[config.mk]
export PLATFORM = sky130hd
export DESIGN_NAME = key_wdt
export DESIGN_NICKNAME = d
export VERILOG_FILES = /design/src/rtl/kwdt_pkg.sv /design/src/rtl/kwdt_regs.sv /design/src/rtl/kwdt_prescale.sv /design/src/rtl/kwdt_counter.sv /design/src/rtl/key_wdt.sv
export SDC_FILE = /design/constraint.sdc
export NUM_CORES = 1
export LEC_CHECK = 0
export BUFFER_PORTS_ARGS = -buffer_cell sky130_fd_sc_hd__buf_2
export CORE_MARGIN = 2
export CORE_UTILIZATION = 50
export CTS_CLUSTER_SIZE = 8
export DETAILED_ROUTE_END_ITERATION = 10
export HOLD_SLACK_MARGIN = 0.1
export MAX_ROUTING_LAYER = met4
export PLACE_DENSITY = 0.77
export REMOVE_ABC_BUFFERS = 1
export SYNTH_ARGS = -nofsm -noshare
export SYNTH_HDL_FRONTEND = slang
export SYNTH_SLANG_ARGS = --single-unit
[constraint.sdc]
create_clock -name clk -period 2.1 [get_ports clk]
set_clock_uncertainty 0.15 [all_clocks]
set_input_delay 0.105 -clock clk [delete_from_list [all_inputs] [get_ports clk]]
set_output_delay 0.105 -clock clk [all_outputs]
set_load 0.02 [all_outputs]
[src/rtl/kwdt_pkg.sv]
package kwdt_pkg;
  localparam int RELOAD_W = 12;
  localparam int SEL_W    = 2;
  localparam int KEY_W    = 12;
  localparam int PULSE_W  = 5;

  localparam logic [1:0] IDX_MODE = 2'd0;
  localparam logic [1:0] IDX_TIME = 2'd1;
  localparam logic [1:0] IDX_KICK = 2'd2;
  localparam logic [1:0] IDX_STAT = 2'd3;

  localparam logic [KEY_W-1:0] MODE_KEY  = 12'hABC;
  localparam logic [KEY_W-1:0] TIME_KEY  = 12'h248;
  localparam logic [31:0]      KICK_WORD = 32'h0000_1999;

  typedef struct packed {
    logic [1:0] pulse_len;
    logic       irq_en;
    logic       rst_en;
    logic       run;
  } mode_t;

  typedef struct packed {
    logic [RELOAD_W-1:0] reload;
    logic [SEL_W-1:0]    div_sel;
  } time_t;

  localparam time_t TIME_RST = '{reload: {RELOAD_W{1'b1}}, div_sel: 2'd3};
endpackage

[src/rtl/kwdt_regs.sv]
module kwdt_regs
  import kwdt_pkg::*;
#(
  parameter int ADDR_W = 4
) (
  input  logic              clk,
  input  logic              rst_n,
  input  logic              bus_valid,
  input  logic              bus_write,
  input  logic [ADDR_W-1:0] bus_addr,
  input  logic [31:0]       bus_wdata,
  input  logic              status_i,
  output mode_t             mode_o,
  output time_t             time_o,
  output logic              load_o,
  output logic [31:0]       bus_rdata
);
  logic       hit;
  logic [1:0] idx;
  logic       wr, rd;
  logic       mode_we, time_we, kick;
  mode_t      mode_q, mode_d;
  time_t      time_q, time_d;

  assign idx = bus_addr[3:2];
  assign hit = ((bus_addr >> 4) == '0) && (bus_addr[1:0] == 2'b00);
  assign wr  = bus_valid && bus_write && hit;
  assign rd  = bus_valid && !bus_write && hit;

  always_comb begin
    mode_we = 1'b0;
    time_we = 1'b0;
    kick    = 1'b0;
    mode_d  = mode_q;
    time_d  = time_q;
    if (wr) begin
      case (idx)
        IDX_MODE: if (bus_wdata[23:12] == MODE_KEY) begin
          mode_we = 1'b1;
          mode_d  = '{pulse_len: bus_wdata[5:4], irq_en: bus_wdata[2],
                      rst_en: bus_wdata[1], run: bus_wdata[0]};
        end
        IDX_TIME: if (bus_wdata[25:14] == TIME_KEY) begin
          time_we = 1'b1;
          time_d  = '{reload: bus_wdata[13:2], div_sel: bus_wdata[1:0]};
        end
        IDX_KICK: kick = (bus_wdata == KICK_WORD);
        default: ;
      endcase
    end
  end

  always_ff @(posedge clk or negedge rst_n) begin
    if (!rst_n) begin
      mode_q <= '0;
      time_q <= TIME_RST;
    end else begin
      if (mode_we) mode_q <= mode_d;
      if (time_we) time_q <= time_d;
    end
  end

  // counter reload on a restart word or on a stopped-to-running transition
  assign load_o = kick || (mode_we && mode_d.run && !mode_q.run);
  assign mode_o = mode_q;
  assign time_o = time_q;

  always_comb begin
    bus_rdata = '0;
    if (rd) begin
      case (idx)
        IDX_MODE: bus_rdata = {26'd0, mode_q.pulse_len, 1'b0, mode_q.irq_en,
                               mode_q.rst_en, mode_q.run};
        IDX_TIME: bus_rdata = {18'd0, time_q.reload, time_q.div_sel};
        IDX_STAT: bus_rdata = {31'd0, status_i};
        default:  bus_rdata = '0;
      endcase
    end
  end

  assert_mode_key_R1: assert property (@(posedge clk) disable iff (!rst_n)
    (bus_valid && bus_write && hit && idx == IDX_MODE && bus_wdata[23:12] != MODE_KEY)
      |=> $stable(mode_q));

  assert_time_key_R2: assert property (@(posedge clk) disable iff (!rst_n)
    (bus_valid && bus_write && hit && idx == IDX_TIME && bus_wdata[25:14] != TIME_KEY)
      |=> $stable(time_q));
endmodule

[src/rtl/kwdt_prescale.sv]
module kwdt_prescale
  import kwdt_pkg::*;
#(
  parameter int PRE_BASE = 3,
  parameter int PRE_STEP = 3
) (
  input  logic             clk,
  input  logic             rst_n,
  input  logic             run,
  input  logic             clear,
  input  logic [SEL_W-1:0] sel,
  output logic             tick
);
  localparam int DIV_W = PRE_BASE + PRE_STEP * ((1 << SEL_W) - 1);
  localparam int NSEL  = 1 << SEL_W;

  logic [DIV_W-1:0] lim [NSEL];
  logic [DIV_W-1:0] div_q, div_d;
  logic             div_en;

  for (genvar g = 0; g < NSEL; g++) begin : g_lim
    localparam int unsigned LIMV = (1 << (PRE_BASE + PRE_STEP * g)) - 1;
    assign lim[g] = LIMV[DIV_W-1:0];
  end

  // >= keeps a mid-count select change from running past the new limit
  assign tick   = run && (div_q >= lim[sel]);
  assign div_en = run || clear || (div_q != '0);

  always_comb begin
    if (clear || !run || tick) div_d = '0;
    else                       div_d = div_q + DIV_W'(1);
  end

  always_ff @(posedge clk or negedge rst_n) begin
    if (!rst_n)      div_q <= '0;
    else if (div_en) div_q <= div_d;
  end

  assert_tick_wrap_R5: assert property (@(posedge clk) disable iff (!rst_n)
    tick |=> (div_q == '0));
endmodule

[src/rtl/kwdt_counter.sv]
module kwdt_counter
  import kwdt_pkg::*;
#(
  parameter int CNT_LSB = 12
) (
  input  logic                clk,
  input  logic                rst_n,
  input  logic                run,
  input  logic                rst_en,
  input  logic                irq_en,
  input  logic [1:0]          pulse_len,
  input  logic [RELOAD_W-1:0] reload,
  input  logic                load,
  input  logic                tick,
  output logic                status_o,
  output logic                wdt_rst_o,
  output logic                wdt_irq_o
);
  localparam int CNT_W = RELOAD_W + CNT_LSB;
  localparam logic [PULSE_W-1:0] PULSE_MAX = PULSE_W'(16);

  logic [CNT_W-1:0]   cnt_q, cnt_d;
  logic               stat_q, stat_d;
  logic [PULSE_W-1:0] pulse_q, pulse_d;
  logic               fire;

  assign fire = run && !load && !stat_q && (cnt_q == '0);

  always_comb begin
    cnt_d  = cnt_q;
    stat_d = stat_q;
    if (load) begin
      cnt_d  = {reload, {CNT_LSB{1'b0}}};
      stat_d = 1'b0;
    end else if (!run) begin
      stat_d = 1'b0;
    end else begin
      if (tick && cnt_q != '0) cnt_d = cnt_q - CNT_W'(1);
      if (fire)                stat_d = 1'b1;
    end
  end

  always_comb begin
    pulse_d = pulse_q;
    if (!run && !load)          pulse_d = '0;
    else if (fire && rst_en)    pulse_d = PULSE_W'(2) << pulse_len;
    else if (pulse_q != '0)     pulse_d = pulse_q - PULSE_W'(1);
  end

  always_ff @(posedge clk or negedge rst_n) begin
    if (!rst_n) begin
      cnt_q   <= '0;
      stat_q  <= 1'b0;
      pulse_q <= '0;
    end else begin
      cnt_q   <= cnt_d;
      stat_q  <= stat_d;
      pulse_q <= pulse_d;
    end
  end

  assign status_o  = stat_q;
  assign wdt_rst_o = run && (pulse_q != '0);
  assign wdt_irq_o = run && irq_en && stat_q;

  assert_count_step_R5: assert property (@(posedge clk) disable iff (!rst_n)
    (run && !load && tick && cnt_q != '0) |=> (cnt_q == $past(cnt_q) - CNT_W'(1)));

  assert_flag_from_zero_R8: assert property (@(posedge clk) disable iff (!rst_n)
    $rose(stat_q) |-> ($past(cnt_q) == '0));

  assert_stopped_quiet_R9: assert property (@(posedge clk) disable iff (!rst_n)
    (!run && !load) |=> (!stat_q && pulse_q == '0));

  assert_pulse_bound_R6: assert property (@(posedge clk) disable iff (!rst_n)
    pulse_q <= PULSE_MAX);
endmodule

[src/rtl/key_wdt.sv]
module key_wdt
  import kwdt_pkg::*;
#(
  parameter int ADDR_W   = 4,
  parameter int CNT_LSB  = 12,
  parameter int PRE_BASE = 3,
  parameter int PRE_STEP = 3
) (
  input  logic              clk,
  input  logic              rst_n,
  input  logic              bus_valid,
  input  logic              bus_write,
  input  logic [ADDR_W-1:0] bus_addr,
  input  logic [31:0]       bus_wdata,
  output logic [31:0]       bus_rdata,
  output logic              wdt_rst_o,
  output logic              wdt_irq_o
);
  logic [1:0] sync_q;
  logic       rst_sync_n;
  mode_t      mode;
  time_t      tcfg;
  logic       load, tick, status;

  always_ff @(posedge clk or negedge rst_n) begin
    if (!rst_n) sync_q <= 2'b00;
    else        sync_q <= {sync_q[0], 1'b1};
  end
  assign rst_sync_n = sync_q[1];

  kwdt_regs #(.ADDR_W(ADDR_W)) u_regs (
    .clk       (clk),
    .rst_n     (rst_sync_n),
    .bus_valid (bus_valid),
    .bus_write (bus_write),
    .bus_addr  (bus_addr),
    .bus_wdata (bus_wdata),
    .status_i  (status),
    .mode_o    (mode),
    .time_o    (tcfg),
    .load_o    (load),
    .bus_rdata (bus_rdata)
  );

  kwdt_prescale #(.PRE_BASE(PRE_BASE), .PRE_STEP(PRE_STEP)) u_pre (
    .clk   (clk),
    .rst_n (rst_sync_n),
    .run   (mode.run),
    .clear (load),
    .sel   (tcfg.div_sel),
    .tick  (tick)
  );

  kwdt_counter #(.CNT_LSB(CNT_LSB)) u_cnt (
    .clk       (clk),
    .rst_n     (rst_sync_n),
    .run       (mode.run),
    .rst_en    (mode.rst_en),
    .irq_en    (mode.irq_en),
    .pulse_len (mode.pulse_len),
    .reload    (tcfg.reload),
    .load      (load),
    .tick      (tick),
    .status_o  (status),
    .wdt_rst_o (wdt_rst_o),
    .wdt_irq_o (wdt_irq_o)
  );
endmodule

==> impl_metrics.toml <==
[status]
status = "complete, but fails checks"
violations = "setup timing"

[timing]
period_minus_slack_ps = 2900
finalSetupViolCount = 42
worst_slack_ps = -796
worst_pin_slew_ps = 585
holdWs_ps = 120
tns_ps = -23840
hold_viol = 0
period_share = 1.38
drv_slew = 0
max_freq_ghz = 0.345
rsz0062_at_grt = "true"
relSlewSlack = 0.609

[critical_path]
path_max_fanout = 7
crit_path_start = "u_cnt.cnt_q[7]$_DFFE_PN0P_"
arrival_ps = 2980
worstSetupPathType = "reg2reg"
critical_path_required_ps = 2190
slowest_stage = "or4_4"
critPathLaunchType = "flip-flop"
path_cells = "or4_4 > or4_4 > buf_4 > nor4b_4 > a211o_4 > buf_12 > buf_4 > nor4_4 > xnor2_1 > o21ai_1"
timing.rr.start = "u_cnt.cnt_q[7]$_DFFE_PN0P_"
crit_path_max_incr_delay_ps = 560
endpoint_kind = "flip-flop"

[die]
dieHeight_um = 89.8
die_area_mm2 = 0.00807
rows = 31
io_pins = 74
core_mm2 = 0.00718
start_util = 0.513
dieWidth_um = 89.8

[placed_design]
port_buffers = 55
gp_congestion = 0.892
dp_hpwl_mm = 6.40
dp.cells = 586

[cts]
numCtsBuffers = 9
cts_max_level = 3
clockBufferDepth = 2
clkSinkCount = 63
cts_tree = "built"
insertion_delay_ps = 350
path_clk_slew_ps = 80
root_buffer = "clkbuf_8"

[logic_synthesis]
avgSynthCellArea_um2 = 9.74
synthTopCellsByArea = "dfrtp_1, dfstp_2, xnor2_1"
synthFlopType = "dfrtp_1"
yosysTopAreaCellShare = 0.333
yosysTopAreaCell = "dfrtp_1"
ys_types = 55
yosysWarnings = 0
ys_seq_area_frac = 0.433
synth_async_sr_flop_share = 1.00
synth_edf_count = 0
synthCells = 378
syn-cell-area_mm2 = 0.00368
synth.ff_latch_count = 63

[flow_run]
maxCapViolCount = 0

[detailed_routing]
vias_per_cell = 5.53
num_vias = 3479
firstDrtPassIters = 5
antenna_left = 0
routedWlPerCell_um = 17.5
wl_met3_um = 605
drt_iter0_markers = 173
drc_errors = 0
met2_wirelength_mm = 5.35
m1WireLength_mm = 4.45
drt_wl_total_mm = 11.0
highest_layer = "met4"

[layout]
fillCellCount = 445
drive_above_1_share = 0.457
instances_no_fill = 629
diodes = 0
fin_nets = 576
area_growth_pct = 46.5
layout.core_utilization = 0.752

[global_routing]
antenna_found_initial = 0
grt_pass1_vias = 3361
grt_max_degree = 62
grt_pass1_wl_mm = 16.2
grt_overflow = 0
grt_usage = 0.256

[power_and_ir_drop]
vdd_drop_max_v = 0.000413
leakage_uw = 0.00237
power_density_mw_per_mm2 = 624

[min_path]
hold_class = "reg2async"
==> synthesized netlist by cell type, types with 2 or more instances <==
library cell  number
dfrtp_1           49
nor2_1            44
xnor2_1           26
nand2_1           25
buf_4             20
nor3_1            19
mux2_2            18
o21ai_0           17
dfstp_2           14
nor4_1            12
ha_1              11
a21oi_1           10
inv_1             10
nand3_1           10
and2_1             9
clkbuf_1           7
or3_1              7
mux2i_1            6
xor2_1             6
and3_1             4
nor4b_1            4
nand3b_1           3
nand4_1            3
or2_2              3
or3_2              3
or4_1              3
and3_2             2
and4_1             2
conb_1             2
nand4b_1           2
nor4bb_1           2
or4_4              2
==> flip-flops by register name, summed over array words and instances (netlist names) <==
register,count
u_regs.time_o,14
u_pre.div_q,12
u_cnt.status_o,1
u_cnt.pulse_q,5
sync_q,2
u_regs.mode_o,5
u_cnt.cnt_q,24
==> critical path, delay by kind of cell, from the launching register on <==
kind | cells | cell delay, ps
XOR/XNOR | 1 | 150
AO/OA/AOI/OAI | 2 | 290
buffers and inverters | 3 | 450
AND/OR/NAND/NOR | 4 | 1360
flip-flops | 1 | 390
==> cell usage in the layout (no fill, tap or decap), types with 6 or more instances in the layout <==
master / synthesis / routed
and2_1: 9 / 9
nor3_2: 0 / 7
o21ai_1: 0 / 13
buf_2: 1 / 55
nand2_1: 25 / 22
xnor2_1: 26 / 26
buf_6: 0 / 6
inv_1: 10 / 7
nand3_1: 10 / 9
conb_1: 2 / 19
dfrtp_1: 49 / 48
dlygate4sd3_1: 0 / 16
mux2i_1: 6 / 6
buf_4: 20 / 63
xor2_1: 6 / 6
or3_1: 7 / 6
clkbuf_8: 0 / 11
dfstp_2: 14 / 14
nor2_1: 44 / 40
nor3_1: 19 / 10
ha_4: 0 / 6
mux2_2: 18 / 18
==> cell type report <==
class / instances / area [µm²] / area share
Clock inverter: 3 / 67.6 / 0.0125
Clock buffer: 13 / 159 / 0.0294
Sequential cell: 63 / 1600 / 0.296
Multi-Input combinational cell: 295 / 2300 / 0.427
Timing Repair Buffer: 146 / 1110 / 0.205
Inverter: 10 / 40.0 / 0.00742
Tap cell: 99 / 124 / 0.0230
==> power by group <==
group,switching (µW),internal (µW),total (µW)
Sequential,100,1320,1420
Combinational,372,367,739
Clock,474,735,1210
==> layer usage <==
layer | global-route usage | vias to the layer above
li1 | - | 1595
met1 | 0.305 | 1687
met2 | 0.426 | 155
met3 | 0.0553 | 42
met4 | 0.101 | 0
met5 | - | -
==> logic make-up (layout without fill, tap and decap cells) <==
family	count (synthesis)	count (layout)	synth area share
other	2	19	0.00204
adders and majority gates	11	11	0.0374
xor gates and xnor gates	32	32	0.0761
buffers and inverters	38	172	0.0594
and+or+nand+nor	169	170	0.257
AOI/OAI and AO/OA	39	39	0.0639
DFF	63	63	0.433
muxes	24	24	0.0713
==> stage by stage <==
stage	total power, µW	setup WS, ps	cell area, µm²
after CTS	3340	-709	5080
after global routing	3530	-878	5400
after floorplan	1800	-1030	3570
after global placement	2040	-740	4510
final	3370	-796	5400
after detailed placement	2070	-783	4510
==> path summary, 6_finish.rpt <==
kind | end | slack (ps) | cells past startpoint
max | u_cnt.cnt_q[18]$_DFFE_PN0P_ | -800 | 10
min | u_pre.div_q[0]$_DFFE_PN0P_ | 120 | 1
max reg2reg | u_cnt.cnt_q[18]$_DFFE_PN0P_ | -800 | 10
min reg2reg | u_pre.div_q[0]$_DFFE_PN0P_ | 120 | 1
max in group asynchronous | sync_q[1]$_DFF_PN0_ | 1230 | 3
min in group clk | u_cnt.pulse_q[4]$_DFFE_PN0P_ | 140 | 4
==> what timing repair did <==
| item | 4_1_cts | 5_1_grt |
|---|---|---|
| gates cloned | 1 | 3 |
| endpoints found under the setup margin | 42 | 43 |
| endpoints found under the hold margin | 21 | 0 |
| pin swaps | 19 | 15 |
| resized for setup | 41 | 41 |
| hold buffers | 16 | 0 |
| setup buffers | 4 | 4 |
(Power assumes the default switching activity.)
